===== config.mk =====
export PLATFORM = sky130hd
export DESIGN_NAME = stack_unit
export DESIGN_NICKNAME = d
export VERILOG_FILES = /design/src/rtl/stk_pkg.sv /design/src/rtl/stk_seq.sv /design/src/rtl/stk_ptr.sv /design/src/rtl/stk_dpath.sv /design/src/rtl/stack_unit.sv
export SDC_FILE = /design/constraint.sdc
export NUM_CORES = 1
export LEC_CHECK = 0
export BUFFER_PORTS_ARGS = -buffer_cell sky130_fd_sc_hd__buf_4
export CAP_MARGIN = 20
export CORE_ASPECT_RATIO = 0.5
export CORE_UTILIZATION = 44
export CTS_BUF_LIST = sky130_fd_sc_hd__clkbuf_4
export DETAILED_ROUTE_END_ITERATION = 8
export HOLD_SLACK_MARGIN = 0.08
export PLACE_DENSITY_LB_ADDON = 0.25
export SYNTH_ARGS = -nofsm -noshare
export SYNTH_HDL_FRONTEND = slang
export SYNTH_SLANG_ARGS = --single-unit
export TNS_END_PERCENT = 30

===== constraint.sdc =====
create_clock -name clk -period 3.1 [get_ports clk]
set_clock_uncertainty 0.15 [all_clocks]
set_input_delay 0.62 -clock clk [delete_from_list [all_inputs] [get_ports clk]]
set_output_delay 0.62 -clock clk [all_outputs]
set_load 0.1 [all_outputs]

===== src/rtl/stk_pkg.sv =====
// Shared types of the stack unit.
// Assumes: a single sequencer owns all state transitions.
package stk_pkg;
    typedef enum logic [1:0] {
        ST_IDLE    = 2'd0,
        ST_PUSH_WR = 2'd1,
        ST_POP_RD  = 2'd2,
        ST_POP_CAP = 2'd3
    } stk_state_t;

    typedef struct packed {
        logic load;
        logic dec;
        logic inc;
    } stk_ptr_ctl_t;
endpackage


===== src/rtl/stk_seq.sv =====
// Sequencer: accepts requests only when idle, gives load > push > pop priority,
// and walks each push or pop through its two cycles.
// Assumes: requests are level signals sampled at the clock edge.
module stk_seq
    import stk_pkg::*;
(
    input  logic         clk,
    input  logic         rst_n,
    input  logic         push_req,
    input  logic         pop_req,
    input  logic         ld_en,
    output stk_ptr_ctl_t ptr_ctl,
    output logic         take_push,
    output logic         capture,
    output logic         busy,
    output logic         mem_we,
    output logic         mem_re
);
    stk_state_t state, state_nx;
    logic       idle;

    assign idle = (state == ST_IDLE);

    // Decode the accepted request and the next state.
    always_comb begin
        state_nx     = state;
        ptr_ctl      = '0;
        take_push    = 1'b0;
        capture      = 1'b0;
        unique case (state)
            ST_IDLE: begin
                if (ld_en) begin
                    ptr_ctl.load = 1'b1;
                end else if (push_req) begin
                    ptr_ctl.dec = 1'b1;
                    take_push   = 1'b1;
                    state_nx    = ST_PUSH_WR;
                end else if (pop_req) begin
                    state_nx    = ST_POP_RD;
                end
            end
            ST_PUSH_WR: state_nx = ST_IDLE;
            ST_POP_RD:  state_nx = ST_POP_CAP;
            ST_POP_CAP: begin
                ptr_ctl.inc = 1'b1;
                capture     = 1'b1;
                state_nx    = ST_IDLE;
            end
            default:    state_nx = ST_IDLE;
        endcase
    end

    // State register.
    always_ff @(posedge clk) begin
        if (!rst_n) state <= ST_IDLE;
        else        state <= state_nx;
    end

    assign busy   = !idle;
    assign mem_we = (state == ST_PUSH_WR);
    assign mem_re = (state == ST_POP_RD);

    AST_WE_RE_EXCL: assert property (@(posedge clk) disable iff (!rst_n) !(mem_we && mem_re));
    AST_PUSH_THEN_WRITE: assert property (@(posedge clk) disable iff (!rst_n) take_push |=> (mem_we && busy));
    AST_READ_THEN_CAPTURE: assert property (@(posedge clk) disable iff (!rst_n) mem_re |=> capture);
    AST_BUSY_IGNORES_REQ: assert property (@(posedge clk) disable iff (!rst_n) busy |-> (ptr_ctl.load == 1'b0 && take_push == 1'b0));
endmodule


===== src/rtl/stk_ptr.sv =====
// Pointer register: reset to the aligned top value, direct load with bit 0
// cleared, decrement or increment by one word.
// Assumes: at most one of load, dec, inc is set in a cycle.
module stk_ptr
    import stk_pkg::*;
#(
    parameter int unsigned          PTR_W   = 16,
    parameter logic [PTR_W-1:0]     TOP_PTR = 16'h0400
) (
    input  logic         clk,
    input  logic         rst_n,
    input  stk_ptr_ctl_t ctl,
    input  logic [PTR_W-1:0] ld_value,
    output logic [PTR_W-1:0] sp
);
    localparam logic [PTR_W-1:0] STEP    = PTR_W'(2);
    localparam logic [PTR_W-1:0] ODD_BIT = PTR_W'(1);
    localparam logic [PTR_W-1:0] TOP_AL  = TOP_PTR & ~ODD_BIT;

    // Pointer update.
    always_ff @(posedge clk) begin
        if (!rst_n)        sp <= TOP_AL;
        else if (ctl.load) sp <= ld_value & ~ODD_BIT;
        else if (ctl.dec)  sp <= sp - STEP;
        else if (ctl.inc)  sp <= sp + STEP;
    end

    AST_SP_EVEN: assert property (@(posedge clk) disable iff (!rst_n) sp[0] == 1'b0);
    AST_DEC_STEP: assert property (@(posedge clk) disable iff (!rst_n) ctl.dec |=> sp == $past(sp) - STEP);
    AST_INC_STEP: assert property (@(posedge clk) disable iff (!rst_n) ctl.inc |=> sp == $past(sp) + STEP);
    AST_LOAD_VALUE: assert property (@(posedge clk) disable iff (!rst_n) ctl.load |=> sp == ($past(ld_value) & ~ODD_BIT));
endmodule


===== src/rtl/stk_dpath.sv =====
// Data path: holds the word being pushed, captures read data for a pop and
// raises a one-cycle valid strobe.
// Assumes: RAM read data is valid in the cycle after the read enable.
module stk_dpath #(
    parameter int unsigned DATA_W = 16
) (
    input  logic              clk,
    input  logic              rst_n,
    input  logic              take_push,
    input  logic [DATA_W-1:0] push_data,
    input  logic              capture,
    input  logic [DATA_W-1:0] mem_rdata,
    output logic [DATA_W-1:0] wdata,
    output logic [DATA_W-1:0] pop_data,
    output logic              pop_valid
);
    // Hold the push word for the write cycle.
    always_ff @(posedge clk) begin
        if (!rst_n)         wdata <= '0;
        else if (take_push) wdata <= push_data;
    end

    // Capture popped word and pulse valid.
    always_ff @(posedge clk) begin
        if (!rst_n) begin
            pop_data  <= '0;
            pop_valid <= 1'b0;
        end else begin
            pop_valid <= capture;
            if (capture) pop_data <= mem_rdata;
        end
    end

    AST_VALID_PULSE: assert property (@(posedge clk) disable iff (!rst_n) pop_valid |=> !pop_valid);
    AST_VALID_AFTER_CAPTURE: assert property (@(posedge clk) disable iff (!rst_n) capture |=> (pop_valid && pop_data == $past(mem_rdata)));
endmodule


===== src/rtl/stack_unit.sv =====
// Full-descending word stack unit: the pointer addresses the last filled slot,
// a push decrements then writes, a pop reads then increments.
// Assumes: exclusive ownership of the RAM port and a one-cycle read latency.
module stack_unit
    import stk_pkg::*;
#(
    parameter int unsigned      DATA_W  = 16,
    parameter int unsigned      PTR_W   = 16,
    parameter logic [PTR_W-1:0] TOP_PTR = 16'h0400
) (
    input  logic              clk,
    input  logic              rst_n,
    input  logic              push_req,
    input  logic [DATA_W-1:0] push_data,
    input  logic              pop_req,
    output logic [DATA_W-1:0] pop_data,
    output logic              pop_valid,
    input  logic              ld_en,
    input  logic [PTR_W-1:0]  ld_value,
    output logic [PTR_W-1:0]  sp_out,
    output logic              busy,
    output logic [PTR_W-2:0]  mem_addr,
    output logic              mem_we,
    output logic              mem_re,
    output logic [DATA_W-1:0] mem_wdata,
    input  logic [DATA_W-1:0] mem_rdata
);
    stk_ptr_ctl_t     ptr_ctl;
    logic             take_push;
    logic             capture;
    logic [PTR_W-1:0] sp;

    stk_seq u_seq (
        .clk       (clk),
        .rst_n     (rst_n),
        .push_req  (push_req),
        .pop_req   (pop_req),
        .ld_en     (ld_en),
        .ptr_ctl   (ptr_ctl),
        .take_push (take_push),
        .capture   (capture),
        .busy      (busy),
        .mem_we    (mem_we),
        .mem_re    (mem_re)
    );

    stk_ptr #(.PTR_W(PTR_W), .TOP_PTR(TOP_PTR)) u_ptr (
        .clk      (clk),
        .rst_n    (rst_n),
        .ctl      (ptr_ctl),
        .ld_value (ld_value),
        .sp       (sp)
    );

    stk_dpath #(.DATA_W(DATA_W)) u_dpath (
        .clk       (clk),
        .rst_n     (rst_n),
        .take_push (take_push),
        .push_data (push_data),
        .capture   (capture),
        .mem_rdata (mem_rdata),
        .wdata     (mem_wdata),
        .pop_data  (pop_data),
        .pop_valid (pop_valid)
    );

    assign sp_out   = sp;
    assign mem_addr = sp[PTR_W-1:1];

    AST_WRITE_AT_NEW_SP: assert property (@(posedge clk) disable iff (!rst_n) mem_we |-> $past(sp) == sp + PTR_W'(2));
    AST_NO_MEM_ON_LOAD: assert property (@(posedge clk) disable iff (!rst_n) ptr_ctl.load |=> !(mem_we || mem_re));
endmodule


After elaboration in Yosys (flattened, before gate mapping). Index checks and enable logic that the tools add are counted.

Output and inout port bits: 67. Register bits: 51.

Bitwise operators: 1. Reduce and logical (&&, ||, !) cells: 7. Equal/unequal tests: 5. Mux-type cells: 13. Add/subtract/negate cells: 2.

Operators by type and width (number): 2-to-1 mux 16 bit (3); adder 16 x 2 -> 16 bit (second input constant) (1); subtractor 16 x 2 -> 16 bit (second input constant) (1); 2-to-1 mux 2 bit (4); case mux 2 bit (3 select lines) (1); 2-to-1 mux 1 bit (5); equality test 2 bit (second input constant) (2); OR reduction 2 bit (2); inequality test 3 bit (second input constant) (1); nonzero test 3 bit (1); equality test 2 x 1 -> 1 bit (second input constant) (1); logical NOT 2 bit (1); inequality test 2 bit (second input constant) (1); AND reduction 2 bit (1); nonzero test 2 bit (1); logical NOT 1 bit (1); NOT 1 bit (1).

Depth between registers and ports, before layout.
Word-level depth: 5. Gate-level depth with buffers: 13. Mapped depth without buffers: 8.

Modules after synthesis. Synthesis repeated with hierarchy kept, for this count alone.

Cell total of the unflattened synthesis: 313. Area, all modules: 2867.8 µm².

Modules (own cells, without submodules): stk_ptr (instances 1, seq. area each 300.3 µm², area each 1363.8 µm², cells an instance 176); stk_dpath (instances 1, seq. area each 660.6 µm², area each 1262.5 µm², cells an instance 105); stk_seq (instances 1, seq. area each 40.0 µm², area each 128.9 µm², cells an instance 17); stack_unit (instances 1, seq. area each 0.0 µm², area each 112.6 µm², cells an instance 15).

Least setup slack after synthesis. No wires, ideal clock.

Path kind: in2reg. Start: input port ld_en. End: register u_ptr.sp[15]. Buffers on the path: 4. Setup time: 0.122 ns. Stages on the path: 12. Slack: -0.128 ns. Arrival: 2.957 ns. Required time: 2.828 ns. Cell sequence: or4b_1 > buf_2 > clkbuf_1 > clkbuf_1 > xnor2_1 > ha_1 > buf_1 > nor2_1 > nand3_1 > o32ai_1 > mux2i_1 > o21ai_0.

Longest elaborated chain between the ends: 4. Elaborated cells between the ends (all ways): 6. Classes of those cells: mux: 5; reduce/logical: 1.

RTL lines: from (decl) (line stack_unit.sv:18) `input logic ld_en,`; 2-to-1 mux 1 bit (line stk_seq.sv:32) `if (ld_en) begin`; 2-to-1 mux 2 bit (*) (line stk_seq.sv:30) `unique case (state)`; 2-to-1 mux 16 bit (line stk_ptr.sv:24) `else if (ctl.dec) sp <= sp - STEP;`; 2-to-1 mux 16 bit (line stk_ptr.sv:23) `else if (ctl.load) sp <= ld_value & ~ODD_BIT;`; to (signal assigned) (line stk_ptr.sv:23); to (signal assigned) (line stk_ptr.sv:24); to (signal assigned) (line stk_ptr.sv:25) `else if (ctl.inc) sp <= sp + STEP;`; to (decl) (line stk_ptr.sv:14) `output logic [PTR_W-1:0] sp`.

Mark *: on every way between the ends. The rest lies on a longest branch, timed or not. A chain may end at the register's enable or synchronous reset.

Worst setup path after layout.
Start: register u_seq.state[0]. End: register u_ptr.sp[15].

Longest elaborated chain between the ends: 4. Elaborated cells between the ends (all ways): 7. Classes of those cells: eq/ne: 1; mux: 4; reduce/logical: 2.

RTL lines: from (decl) (line stk_seq.sv:19) `stk_state_t state, state_nx;`; from (signal assigned) (line stk_seq.sv:56) `else state <= state_nx;`; logical NOT 2 bit (line stk_seq.sv:30); 2-to-1 mux 2 bit (line stk_seq.sv:30); 2-to-1 mux 16 bit (line stk_ptr.sv:24); 2-to-1 mux 16 bit (line stk_ptr.sv:23).

Several ways; a longest one is shown, not always the timed one.

==> flow_summary.json <==
{
  "status": "complete, no violations",
  "cts_tree": "yes",
  "power_density_nw_per_um2": 524.6,
  "clock_latency_ns": 0.37,
  "antenna_found_initial": 0,
  "grt_pass1_vias": 2590,
  "dr_total_vias": 2778,
  "netlist-cell-type-count": 54,
  "final_layout_size_suffix_gt1_share_pct": 31.88,
  "fillCellCount": 520,
  "whs_ns": 0.3230,
  "critPathCaptureType": "flip-flop",
  "critPathRequiredTime_ns": 3.23,
  "drc": 0,
  "finalWirelength_um": 7059,
  "worst_setup_path_start_kind": "flip-flop",
  "hold_viol_final": 0,
  "syn-cell-area_um2": 2693,
  "cts_buffer_depth": 2,
  "io_buffers": 117,
  "ys_async_sr_fraction_pct": 0,
  "slowest_delay_ns": 0.58,
  "yosysWarnings": 0,
  "via_per_inst": 5.458,
  "ant_nets": 0,
  "seq_area_um2": 1001,
  "finalSetupTns_ns": 0,
  "cap_violations": 0,
  "ys.flop_type": "dfxtp_1",
  "p_leak_nw": 1.535,
  "ios": 120,
  "tightest_slew_ns": 0.6161,
  "cts_resized": 0,
  "max_clock_freq_mhz": 369.1,
  "crit_arrival_ns": 2.84,
  "wl_per_cell_um": 13.87,
  "syn_inst": 351,
  "min_period_ns": 2.709,
  "layout.nets": 489,
  "ys_top_cells_by_area": "dfxtp_1 (37%), nand2_1 (11%), a21boi_0 (9.2%)",
  "dieArea_um2": 6455,
  "initial_core_util_pct": 47.39,
  "slew-limit-headroom_pct": 58.55,
  "cts_inserted_buffers": 5,
  "seq_power_share_pct": 39.4,
  "p_sw_mw": 0.8321,
  "die_h_um": 57.32,
  "multi_input_area_um2": 1441,
  "row_count": 19,
  "p_total_mw": 1.872,
  "worst_hold_path_type": "flip-flop to flip-flop",
  "cts.clk_slew.worst_paths_ns": 0.16,
  "ys_seq_area_share_pct": 37.17,
  "synth_top_area_share_pct": 37.17,
  "place_congestion": 0.8563,
  "ctsHoldBuffers": 0,
  "cts_num_sinks": 50,
  "fin_ws_ns": 0.3908,
  "area_delta_synth_final_pct": 32.53,
  "post-dp-hpwl_um": 5029,
  "diodes": 0,
  "synth-seq-cells": 50,
  "grt_pass1_wl_um": 11620,
  "yosysTopAreaCell": "dfxtp_1",
  "peakVddDrop_mv": 0.2231,
  "path_cells": "or4b_1, xnor2_1, ha_1, nor2_1, nand3_1, o32ai_2, mux2i_1, o21ai_0",
  "post-route-period-util_pct": 87.39,
  "reg2reg_slack_ns": 0.39,
  "crit_slowest_cell": "or4b_1",
  "place_ws_ns": 0.1141,
  "grt_overflow": 0,
  "synth_edf_count": 0,
  "cp_max_fo": 12,
  "critPathKind": "flip-flop to flip-flop",
  "grt_max_degree": 52,
  "post-cts-setup-buffers": 0,
  "syn_nets": 405,
  "synth.avg_cell_area_um2": 7.671,
  "track_usage_pct": 22.47,
  "die-width_um": 112.6,
  "htree_levels": 2,
  "slew_viol_final": 0,
  "rsz0062_at_grt": "false",
  "pwr-share-clk_pct": 21.5,
  "comb_power_share_pct": 39.2,
  "setup_viol": 0,
  "drt_iter0_drc": 153,
  "cts_root_buffer": "clkbuf_4",
  "dr.pass1.iters": 4,
  "core_um2": 5682,
  "intPower_mw": 1.040,
  "switching_share_pct": 44.45
}
==> path summary, 6_finish.rpt <==
check / startpoint / endpoint / depth (start not counted)
worst min register to register: u_dpath.pop_data[11] / u_dpath.pop_data[11] / 2
worst max-delay path: u_seq.state[0] / u_ptr.sp[15] / 8
worst max register to register: u_seq.state[0] / u_ptr.sp[15] / 8
worst min-delay path: u_dpath.pop_data[11] / u_dpath.pop_data[11] / 2
==> flip-flops by register name, summed over array words and instances, names as in the netlist <==
register	cells
u_seq.state	2
u_dpath.wdata	16
u_dpath.pop_data	16
u_dpath.pop_valid	1
u_ptr.sp	15
==> cells in the final DEF, fill, tap and decap left out, types with 4 or more instances in the layout <==
cell	synthesis	layout
inv_1	5	5
mux2i_1	4	4
nand4_1	8	8
a21boi_0	33	33
clkbuf_4	0	5
buf_4	16	124
nor2_1	22	22
nand2_1	77	77
a21oi_1	8	8
dfxtp_1	50	50
nor4_1	4	4
o21ai_0	14	14
and3_1	4	4
nor3_1	7	7
nand3_1	12	12
==> Yosys cell counts, types with 3 or more instances <==
cell type,count
a21boi_0,33
a21oi_1,8
a22o_1,3
a22oi_1,3
and2_1,3
and3_1,4
buf_4,16
clkbuf_1,27
dfxtp_1,50
inv_1,5
mux2i_1,4
nand2_1,77
nand3_1,12
nand3b_1,3
nand4_1,8
nor2_1,22
nor2b_1,3
nor3_1,7
nor4_1,4
o21a_1,3
o21ai_0,14
o22ai_1,3
==> cell type report <==
type | instances | share of cell area (%)
multi-input combinational | 249 | 40.39
sequential | 50 | 28.05
timing repair buffer | 124 | 26.09
tap | 73 | 2.560
clock inverter | 3 | 1.332
clock buffer | 5 | 1.052
inverter | 5 | 0.5259
==> cell families (layout without fill, tap and decap cells) <==
logic type / Yosys count / in the layout / synth area share [%]
xor+xnor: 2 / 2 / 0.6507
compound gates: 85 / 85 / 22.86
buf+inv: 52 / 137 / 9.805
fa+ha+maj: 1 / 1 / 0.4646
flops: 50 / 50 / 37.17
mux: 5 / 5 / 1.905
other cells: 1 / 1 / 0.1393
simple gates: 155 / 155 / 27.00
==> power groups by stage <==
stage | sequential, mW | clock [mW] | combinational (mW)
6_report | 0.737 | 0.402 | 0.733
5_1_grt | 0.745 | 0.443 | 0.769
4_1_cts | 0.736 | 0.414 | 0.735
3_5_place_dp | 0.749 | 0 | 0.733
3_3_place_gp | 0.745 | 0 | 0.725
2_1_floorplan | 0.943 | 0 | 0.391
==> metal layers <==
metal	vias up	part of all wire, %	global-route usage, %
met5	-	0	0
met4	0	1.3	7.619
met3	9	6.7	5.951
met2	97	49	41.09
met1	1294	43	25.94
li1	1378	-	-
==> stage by stage <==
step / instance area [um2] / std cells / utilization [%]
2_1_floorplan: 2703 / 351 / -
3_3_place_gp: 3483 / 501 / 61.31
3_5_place_dp: 3483 / 501 / 61.31
4_1_cts: 3568 / 509 / 62.81
5_1_grt: 3568 / 509 / 62.81
6_report: 3568 / 509 / 62.81
==> worst max-delay path: cells and delay by family, from the launching register on <==
kind / cells / cell delay, ns
XOR/XNOR: 1 / 0.15
adder cells (fa/ha/maj): 1 / 0.28
AO/OA/AOI/OAI: 2 / 0.46
multiplexers: 1 / 0.25
flip-flops: 1 / 0.44
AND/OR/NAND/NOR: 3 / 0.88
Note: power is estimated with default switching activity, not from simulation.
